`src/rtl/clkport_pkg.sv`:
```
package clkport_pkg;
  localparam int unsigned KEY_W_DEF = 64;
  localparam logic [63:0] KEY_DEF   = 64'h5CA3_3AC5_5CA3_3AC5;
  localparam int unsigned XFER_W_DEF = 64;

  // one decoded bus cycle, captured while chip enable is low
  typedef struct packed {
    logic rd;
    logic wr;
    logic dat;
  } cyc_t;
endpackage

```
`src/rtl/clkport_sync.sv`:
```
module clkport_sync #(
  parameter int unsigned W      = 1,
  parameter int unsigned STAGES = 2,
  parameter logic [W-1:0] RST_VAL = '0
) (
  input  logic         clk,
  input  logic         rst_n,
  input  logic [W-1:0] d,
  output logic [W-1:0] q
);
  logic [W-1:0] stg [STAGES];

  always_ff @(posedge clk or negedge rst_n) begin
    if (!rst_n) begin
      for (int s = 0; s < STAGES; s++) stg[s] <= RST_VAL;
    end else begin
      stg[0] <= d;
      for (int s = 1; s < STAGES; s++) stg[s] <= stg[s-1];
    end
  end

  assign q = stg[STAGES-1];
endmodule

```
`src/rtl/clkport_cycdec.sv`:
```
module clkport_cycdec
  import clkport_pkg::*;
#(
  parameter int unsigned ROM_MODE = 0
) (
  input  logic clk,
  input  logic rst_n,
  input  logic ce_n,
  input  logic oe_n,
  input  logic we_n,
  input  logic a0,
  input  logic a2,
  input  logic dq,
  output logic evt_rd,
  output logic evt_wr,
  output logic evt_bit
);
  localparam bit IS_ROM = (ROM_MODE != 0);

  logic ce_q, ce_q_nxt;
  cyc_t cap_q, cap_nxt, cur;

  always_comb begin
    cur.wr  = IS_ROM ? !a2 : !we_n;
    cur.rd  = IS_ROM ? a2  : (!oe_n && we_n);
    cur.dat = IS_ROM ? a0  : dq;
    cap_nxt = ce_n ? cap_q : cur;
    ce_q_nxt = ce_n;
  end

  always_ff @(posedge clk or negedge rst_n) begin
    if (!rst_n) begin
      ce_q  <= 1'b1;
      cap_q <= '0;
    end else begin
      ce_q  <= ce_q_nxt;
      cap_q <= cap_nxt;
    end
  end

  // a cycle ends when chip enable returns high
  logic ce_rise;
  assign ce_rise = ce_n && !ce_q;
  assign evt_wr  = ce_rise && cap_q.wr;
  assign evt_rd  = ce_rise && cap_q.rd && !cap_q.wr;
  assign evt_bit = cap_q.dat;
endmodule

```
`src/rtl/clkport_keymatch.sv`:
```
module clkport_keymatch #(
  parameter int unsigned KEY_W = 64,
  parameter logic [KEY_W-1:0] KEY = '0,
  localparam int unsigned PW = $clog2(KEY_W)
) (
  input  logic          clk,
  input  logic          rst_n,
  input  logic          evt_rd,
  input  logic          evt_wr,
  input  logic          evt_bit,
  input  logic          busy,
  input  logic          rstpin_n,
  input  logic          img_rst,
  output logic          unlock,
  output logic [PW-1:0] ptr,
  output logic          frozen
);
  localparam logic [PW-1:0] LAST = PW'(KEY_W - 1);

  logic [PW-1:0] ptr_nxt;
  logic          frz_nxt, seen_q, seen_nxt;

  always_comb begin
    ptr_nxt  = ptr;
    frz_nxt  = frozen;
    seen_nxt = seen_q | (!rstpin_n && !busy);
    unlock   = 1'b0;
    if (!busy) begin
      if (evt_rd) begin
        ptr_nxt  = '0;
        frz_nxt  = 1'b0;
        seen_nxt = 1'b0;
      end else if (evt_wr && !frozen) begin
        if (evt_bit == KEY[ptr]) begin
          if (ptr == LAST) begin
            if ((seen_q || !rstpin_n) && !img_rst) begin
              frz_nxt = 1'b1;
            end else begin
              unlock   = 1'b1;
              ptr_nxt  = '0;
              seen_nxt = 1'b0;
            end
          end else begin
            ptr_nxt = ptr + 1'b1;
          end
        end else begin
          frz_nxt = 1'b1;
        end
      end
    end
  end

  always_ff @(posedge clk or negedge rst_n) begin
    if (!rst_n) begin
      ptr    <= '0;
      frozen <= 1'b0;
      seen_q <= 1'b0;
    end else begin
      ptr    <= ptr_nxt;
      frozen <= frz_nxt;
      seen_q <= seen_nxt;
    end
  end
endmodule

```
`src/rtl/clkport_xfer.sv`:
```
module clkport_xfer #(
  parameter int unsigned XFER_W = 64,
  localparam int unsigned CW = $clog2(XFER_W)
) (
  input  logic              clk,
  input  logic              rst_n,
  input  logic              unlock,
  input  logic              evt_rd,
  input  logic              evt_wr,
  input  logic              evt_bit,
  input  logic [XFER_W-1:0] image,
  output logic              open,
  output logic              out_bit,
  output logic              load_stb,
  output logic [XFER_W-1:0] load_word
);
  localparam logic [CW-1:0] LAST = CW'(XFER_W - 1);

  logic [CW-1:0]     cnt, cnt_nxt;
  logic [XFER_W-1:0] snap, snap_nxt, word_nxt;
  logic              open_nxt, allwr, allwr_nxt, stb_nxt;

  always_comb begin
    open_nxt  = open;
    cnt_nxt   = cnt;
    snap_nxt  = snap;
    word_nxt  = load_word;
    allwr_nxt = allwr;
    stb_nxt   = 1'b0;
    if (unlock) begin
      open_nxt  = 1'b1;
      cnt_nxt   = '0;
      snap_nxt  = image;
      allwr_nxt = 1'b1;
    end else if (open && (evt_rd || evt_wr)) begin
      if (evt_wr) word_nxt[cnt] = evt_bit;
      else        allwr_nxt     = 1'b0;
      if (cnt == LAST) begin
        open_nxt = 1'b0;
        stb_nxt  = evt_wr && allwr;
      end else begin
        cnt_nxt = cnt + 1'b1;
      end
    end
  end

  always_ff @(posedge clk or negedge rst_n) begin
    if (!rst_n) begin
      open      <= 1'b0;
      cnt       <= '0;
      snap      <= '0;
      load_word <= '0;
      allwr     <= 1'b0;
      load_stb  <= 1'b0;
    end else begin
      open      <= open_nxt;
      cnt       <= cnt_nxt;
      snap      <= snap_nxt;
      load_word <= word_nxt;
      allwr     <= allwr_nxt;
      load_stb  <= stb_nxt;
    end
  end

  assign out_bit = snap[cnt];
endmodule

```
`src/rtl/clkport_unlock.sv`:
```
module clkport_unlock
  import clkport_pkg::*;
#(
  parameter int unsigned ROM_MODE    = 0,
  parameter int unsigned KEY_W       = KEY_W_DEF,
  parameter logic [KEY_W-1:0] KEY    = KEY_DEF[KEY_W-1:0],
  parameter int unsigned XFER_W      = XFER_W_DEF,
  parameter int unsigned SYNC_STAGES = 2,
  parameter int unsigned RST_POS     = 36
) (
  input  logic              clk,
  input  logic              rst_n,
  input  logic              bus_ce_n,
  input  logic              bus_oe_n,
  input  logic              bus_we_n,
  input  logic              bus_a0,
  input  logic              bus_a2,
  input  logic              bus_dq0,
  input  logic              rst_pin_n,
  input  logic [XFER_W-1:0] clk_image,
  output logic              mem_ce_n,
  output logic              dq0_out,
  output logic              dq0_oe,
  output logic              port_open,
  output logic              load_stb,
  output logic [XFER_W-1:0] load_word
);
  localparam int unsigned PW = $clog2(KEY_W);
  localparam int unsigned NS = 7;
  localparam logic [NS-1:0] SYNC_RST = 7'b111_0001;
  localparam bit IS_ROM = (ROM_MODE != 0);

  logic [NS-1:0] raw, syn;
  logic evt_rd, evt_wr, evt_bit, unlock, out_bit, km_frozen;
  logic [PW-1:0] km_ptr;

  assign raw = {bus_ce_n, bus_oe_n, bus_we_n, bus_a0, bus_a2, bus_dq0, rst_pin_n};

  clkport_sync #(.W(NS), .STAGES(SYNC_STAGES), .RST_VAL(SYNC_RST)) u_sync (
    .clk(clk), .rst_n(rst_n), .d(raw), .q(syn)
  );

  clkport_cycdec #(.ROM_MODE(ROM_MODE)) u_dec (
    .clk(clk), .rst_n(rst_n),
    .ce_n(syn[6]), .oe_n(syn[5]), .we_n(syn[4]),
    .a0(syn[3]), .a2(syn[2]), .dq(syn[1]),
    .evt_rd(evt_rd), .evt_wr(evt_wr), .evt_bit(evt_bit)
  );

  clkport_keymatch #(.KEY_W(KEY_W), .KEY(KEY)) u_key (
    .clk(clk), .rst_n(rst_n),
    .evt_rd(evt_rd), .evt_wr(evt_wr), .evt_bit(evt_bit),
    .busy(port_open), .rstpin_n(syn[0]), .img_rst(clk_image[RST_POS]),
    .unlock(unlock), .ptr(km_ptr), .frozen(km_frozen)
  );

  clkport_xfer #(.XFER_W(XFER_W)) u_xfer (
    .clk(clk), .rst_n(rst_n),
    .unlock(unlock), .evt_rd(evt_rd), .evt_wr(evt_wr), .evt_bit(evt_bit),
    .image(clk_image), .open(port_open), .out_bit(out_bit),
    .load_stb(load_stb), .load_word(load_word)
  );

  logic bus_read;
  assign bus_read = IS_ROM ? bus_a2 : (!bus_oe_n && bus_we_n);

  assign mem_ce_n = bus_ce_n | port_open;
  assign dq0_oe   = port_open && !bus_ce_n && bus_read;
  assign dq0_out  = port_open && out_bit;
endmodule

```
`config.mk`:
```
export PLATFORM = sky130hd
export DESIGN_NAME = clkport_unlock
export DESIGN_NICKNAME = d
export VERILOG_FILES = /design/src/rtl/clkport_pkg.sv /design/src/rtl/clkport_sync.sv /design/src/rtl/clkport_cycdec.sv /design/src/rtl/clkport_keymatch.sv /design/src/rtl/clkport_xfer.sv /design/src/rtl/clkport_unlock.sv
export SDC_FILE = /design/constraint.sdc
export NUM_CORES = 1
export LEC_CHECK = 0
export ABC_AREA = 1
export CAP_MARGIN = 15
export CORE_ASPECT_RATIO = 1.2
export CORE_UTILIZATION = 52
export CTS_CLUSTER_DIAMETER = 80
export DETAILED_ROUTE_END_ITERATION = 10
export PLACE_DENSITY_LB_ADDON = 0.25
export SLEW_MARGIN = 20
export SYNTH_ARGS = -nofsm -noshare
export SYNTH_HDL_FRONTEND = slang
export SYNTH_HIERARCHICAL = 1
export SYNTH_SLANG_ARGS = --single-unit
```
`constraint.sdc`:
```
create_clock -name clk -period 3.3 [get_ports clk]
set_clock_uncertainty 0.05 [all_clocks]
set_input_delay 0.33 -clock clk [delete_from_list [all_inputs] [get_ports clk]]
set_output_delay 0.33 -clock clk [all_outputs]
set_load 0.03 [all_outputs]
```
== Yosys cells after proc, flatten, opt, wreduce, memory -nomap -nowiden ==
Memory sizes are Yosys's and may differ from the RTL's.
Index checks and enable logic that the tools add are counted.
Storage, ports and cells
  register bits: 163
  memory bits (read-only): 64
  input port bits: 73
  output and inout bits: 69
  memories: 1
Memory list
  (no name shown): words 64, bits a word 1, rd ports 1, clocked after memory_dff 0, write ports 0, RTL line clkport_keymatch.sv:34  | if (evt_bit == KEY[ptr]) begin
Operators by class
  add/subtract/negate cells: 2
  order comparisons: 3
  equal/unequal tests: 8
  multiplexer cells: 40
  bitwise operators: 4
  reductions and logical operators: 37
Operator list (count)
  bitwise mux 64 bit: 1
  2-to-1 mux 6 bit: 8
  2-to-1 mux 1 bit: 29
  logical AND 1 bit: 15
  < comparator 6 x 7 -> 1 bit (second input constant): 2
  adder 6 x 1 -> 6 bit (second input constant): 2
  == test 6 bit (second input constant): 2
  zero test 1 bit: 10
  != test 3 x 2 -> 1 bit (second input constant): 3
  AND reduction 4 bit: 2
  nonzero test 2 bit: 4
  binary-select mux 1 bit (select 6 bit): 1
  demux 1 bit (select 6 bit): 1
  >= comparator 6 x 1 -> 1 bit (second input constant): 1
  AND reduction 2 bit: 3
  != test 2 bit (second input constant): 2
  AND reduction 3 bit: 1
  logical OR 1 bit: 2
  NOT 1 bit: 2
  bitwise OR 1 bit: 2
  == test 1 bit: 1

== Depth between registers and ports, before layout ==
  depth in word-level cells: 11
  mapped depth: 17
  depth with buffers taken out: 16

== By module ==
The synthesis kept the hierarchy.
Modules (own cells, without submodules)
  clkport_xfer: instances 1, cells an instance 759, area each 6224.7 um^2
  clkport_keymatch: instances 1, cells an instance 104, area each 666.9 um^2
  clkport_sync: instances 1, cells an instance 21, area each 412.9 um^2
  clkport_cycdec: instances 1, cells an instance 17, area each 157.7 um^2
  clkport_unlock: instances 1, cells an instance 8, area each 32.5 um^2

== Least setup slack after synthesis ==
No wires, ideal clock.
  path kind: reg-to-reg
  start: register u_sync.stg (netlist bit u_sync/q[6])
  end: register u_xfer.load_word[10]
  arrival time: 2.312 ns
  setup slack: 0.797 ns
  cell stages (with the launch flop): 16
  buffers on the path: 2
  clock period less this slack: 2.503 ns
  cells stage by stage: dfstp_2 buf_4 nand2_1 nor2_1 nand2_1 nor3_1 nand3_1 nor2_1 buf_2 clkinv_4 nand3_4 inv_2 nand2_1 inv_2 a21oi_1 a31oi_1
Between the ends
  cells in the longest elaborated chain, start to end: 8
  elaborated cells between the ends (all ways): 12
  those cells by class: mux: 3; bitwise: 1; reduce/logical: 8
RTL lines
  start: declaration: RTL line clkport_sync.sv:11  | logic [W-1:0] stg [STAGES];
  logical AND 1 bit: RTL line clkport_cycdec.sv:43  | assign ce_rise = ce_n && !ce_q;
  logical AND 1 bit: RTL line clkport_cycdec.sv:44  | assign evt_wr = ce_rise && cap_q.wr;
  named net evt_wr: RTL line clkport_unlock.sv:34  | logic evt_rd, evt_wr, evt_bit, unlock, out_bit, km_frozen;
  logical AND 1 bit: RTL line clkport_keymatch.sv:33  | end else if (evt_wr && !frozen) begin
  2-to-1 mux 1 bit: RTL line clkport_keymatch.sv:33
  2-to-1 mux 1 bit: RTL line clkport_keymatch.sv:29  | if (evt_rd) begin
  2-to-1 mux 1 bit: RTL line clkport_keymatch.sv:28  | if (!busy) begin
  named net unlock: RTL line clkport_unlock.sv:34
  NOT 1 bit (no line)
  AND reduction 3 bit (no line)
  end signal: assignment: RTL line clkport_xfer.sv:59  | load_word <= word_nxt;
  end: declaration: RTL line clkport_xfer.sv:15  | output logic [XFER_W-1:0] load_word
The timed path passes the listed nets, and every way through them passes these cells.
A chain may end at the register's enable or synchronous reset.

== Worst setup path after layout ==
  start: register u_sync.stg (netlist bit u_sync/q[6])
  end: register u_xfer.cnt[5]
Between the ends
  cells in the longest elaborated chain, start to end: 8
  elaborated cells between the ends (all ways): 14
  those cells by class: eq/ne: 1; mux: 4; reduce/logical: 9
RTL lines
  logical AND 1 bit *: RTL line clkport_cycdec.sv:43
  logical AND 1 bit *: RTL line clkport_cycdec.sv:44
  named net evt_wr: RTL line clkport_unlock.sv:34
  logical AND 1 bit *: RTL line clkport_keymatch.sv:33
  2-to-1 mux 1 bit *: RTL line clkport_keymatch.sv:33
  2-to-1 mux 1 bit *: RTL line clkport_keymatch.sv:29
  2-to-1 mux 1 bit *: RTL line clkport_keymatch.sv:28
  named net unlock: RTL line clkport_unlock.sv:34
  != test 2 bit (no line) / nonzero test 2 bit (equally long branches)
  AND reduction 2 bit (no line)
  end signal: assignment: RTL line clkport_xfer.sv:57  | cnt <= cnt_nxt;
  end: declaration: RTL line clkport_xfer.sv:19  | logic [CW-1:0] cnt, cnt_nxt;
The timed path passes the listed nets; every way through them passes the cells marked *.

==> results.txt <==
----------------------------------------------------
[Placed design]
  Port bufs ... ~140
  Final weighted congestion in routability-driven placement ... 0.811
  Half-perimeter wire length after detailed placement ... approximately 12 mm

[Floorplan]
  Die Height ... ~130 um
  Die outline width ... between 100 and 150 um
  Number of top-level pins ... 142
  Site Rows ... 47
  Die area ... 14700 um2
  Area of the core ... between 10000 and 15000 um2
  Initial Utilization ... 0.534

[Critical path]
  Highest-delay cell along the critical path ... dfstp_2
  Worst-path cell chain ... nand2_1, nor2_1, buf_4, nand2_1, nor3_1, nand3_1, nor2_4, clkinv_4, buf_4, nand2_1, nor2_2, nor2_2, nand2_2, o21ai_0, nor2_1
  Most Frequent Cell on Critical Path ... nand2_1
  Largest driver fanout on the critical path ... 42
  Longest individual stage delay on the worst path ... about 580 ps
  Data required, critical path ... 3550 ps
  CP startpoint kind ... flop
  Crit Path Category ... flop to flop
  Setup crit end kind ... flop
  Worst EP arrival ... between 3000 and 4000 ps

[Routing]
  Final wirelength ... between 15 and 20 mm
  Final antenna-violating net count ... 0
  Via Count ... ~6400
  Average wire length per cell after detail routing ... between 10 and 15 um
  First-pass DRT Iterations ... 5
  DR DRC count ... 0
  Drt via density ... around 5.3
  Number of DRC markers after the initial detailed-route iteration ... between 400 and 500

[Finish]
  Utilization after layout ... 0.685
  Fraction of final layout cells sized beyond drive strength 1 ... 0.0940
  Layout overhead on the synthesized area ... 28.2%
  Fin nets ... ~1100
  Antenna cells ... 0

[Global route]
  Maximum number of pins on one net before global-route repair ... 102
  Initial antenna violation count ... 0
  Global Route Usage Sum ... 0.250
  Remaining global-route overflow ... 0
  Via count of the first global-routing pass ... 6176
  Wire length of the first global-routing pass ... slightly below 30 mm

[Pwr]
  Power density of the placed cells ... 724 nW/um2
  Leak Pwr ... roughly 4.6 nW
  Worst vdd rail ir drop ... between 500 and 600 uV

[Yosys]
  Nets in the synthesized netlist ... roughly 980
  Warnings from Yosys ... 6
  Post-synthesis average cell area ... just over 8 um2
  Post-synth design cell area ... roughly 7400 um2
  Synthesized instance count ... about 900

[Clock network]
  Cts hold-fix bufs ... 0
  Clock Root Buffer ... clkbuf_16
  Maximum buffer depth of the clock tree ... 2
  Clock tree from TritonCTS ... built
  Post-CTS setup buffers ... 0
  Number of instances resized during post-cts repair ... 0
  Number of sinks handled by clock tree synthesis ... 159
  Number of CTS-inserted buffers ... 17
  Clk Latency, worst-skew pair ... around 410 ps
  Number of H-tree levels ... 4
  Clk slew on worst S/H paths ... approximately 60 ps

[STA]
  Fraction of the cycle the final worst path needs ... 0.879
  Slew margin rel. ... 0.286
  Maximum achievable frequency ... between 300 and 400 MHz
  Post-route worst hold slack ... -49.1 ps
  Final setup TNS ... 0 ps
  Hold violation count in the final report ... 19
  Final max-slew violation count ... 0
  Final Setup Violations ... 0
  Measured slew at the worst slew-check pin ... between 1000 and 1500 ps
  Unrepaired setup endpoints after global routing ... false
  Final period demand of the worst path ... approximately 2900 ps

[Status]
  Violations in the final reports ... hold timing
  Status ... complete, but fails checks

[Run]
  Max-cap viol count ... 0

[Min path]
  Class of the worst hold path ... primary input to async pin

----------------------------------------------------
## worst max-delay path, delay by kind of cell (launching register included)
family / cells / cell delay (ps)
DFF: 1 / 580
AOI/OAI and AO/OA: 1 / 180
buffers and inverters: 3 / 500
and+or+nand+nor: 11 / 1460
## through the flow
step                      instances  power [mW]  area (um2)  worst slack [ps]
final                          1213        6.86        9460               400
after CTS                      1213        6.90        9460               372
after global placement         1181        4.82        8850               508
after floorplan                 903        3.96        7380               797
after detailed placement       1181        4.86        8850               431
after global routing           1213        7.21        9460              93.2
## where the power goes
group	leakage (nW)	internal [mW]	switching (mW)
Combinational	2.29	0.819	1.52
Sequential	1.98	2.25	0.249
Clock	0.293	1.24	0.785
## cell type report
class                   count  area (um2)
fillers                  1138        4360
flip-flops and latches    159        3990
multi-input cells         620        2850
repair buffers            149        1480
clock buffers              20         457
inverters                  82         315
well taps                 171         214
clock inverters            12         158
## cells in the final DEF, fill, tap and decap left out, types with 12 or more instances in the layout
master / instances
nand2_1: 302
clkdlybuf4s50_1: 137
o21ai_0: 49
nor2_1: 72
nand3_1: 43
dfrtp_1: 150
inv_1: 65
a21oi_1: 65
a31oi_1: 35
clkbuf_16: 17
inv_2: 12
## per-layer routing
layer | wire (um) | track usage | part of all wire
met2 | 8860 | 0.423 | 0.51
met5 | 0 | 0 | 0
met3 | 881 | 0.0481 | 0.051
met4 | 422 | 0.0941 | 0.024
met1 | 7270 | 0.320 | 0.42
## state kept, by name, indices dropped and copies added (netlist names)
name	cells
u_xfer/cnt	6
u_xfer/load_stb	1
u_dec/evt_bit	1
u_key/frozen	1
u_dec/ce_q	1
u_sync/stg	5
u_sync/q	5
u_xfer/allwr	1
u_xfer/snap	64
u_dec/cap_q	2
u_key/ptr	6
u_key/seen_q	1
u_xfer/load_word	64
u_xfer/open	1
## worst paths after layout
| kind | from | endpoint | slack [ps] | cells past startpoint |
|---|---|---|---|---|
| max in group asynchronous | rst_n | u_xfer/snap[61] | 2410 | 2 |
| worst max register to register | u_sync/q[6] | u_xfer/cnt[5] | 400 | 15 |
| worst min register to register | u_sync/stg[13] | u_sync/q[6] | 300 | 0 |
| worst min-delay path | rst_n | u_dec/evt_bit | -50 | 1 |
| min in group clk | rst_pin_n | u_sync/stg[7] | 300 | 1 |
| worst max-delay path | u_sync/q[6] | u_xfer/cnt[5] | 400 | 15 |
No activity file was read; power rests on OpenSTA's default activity.
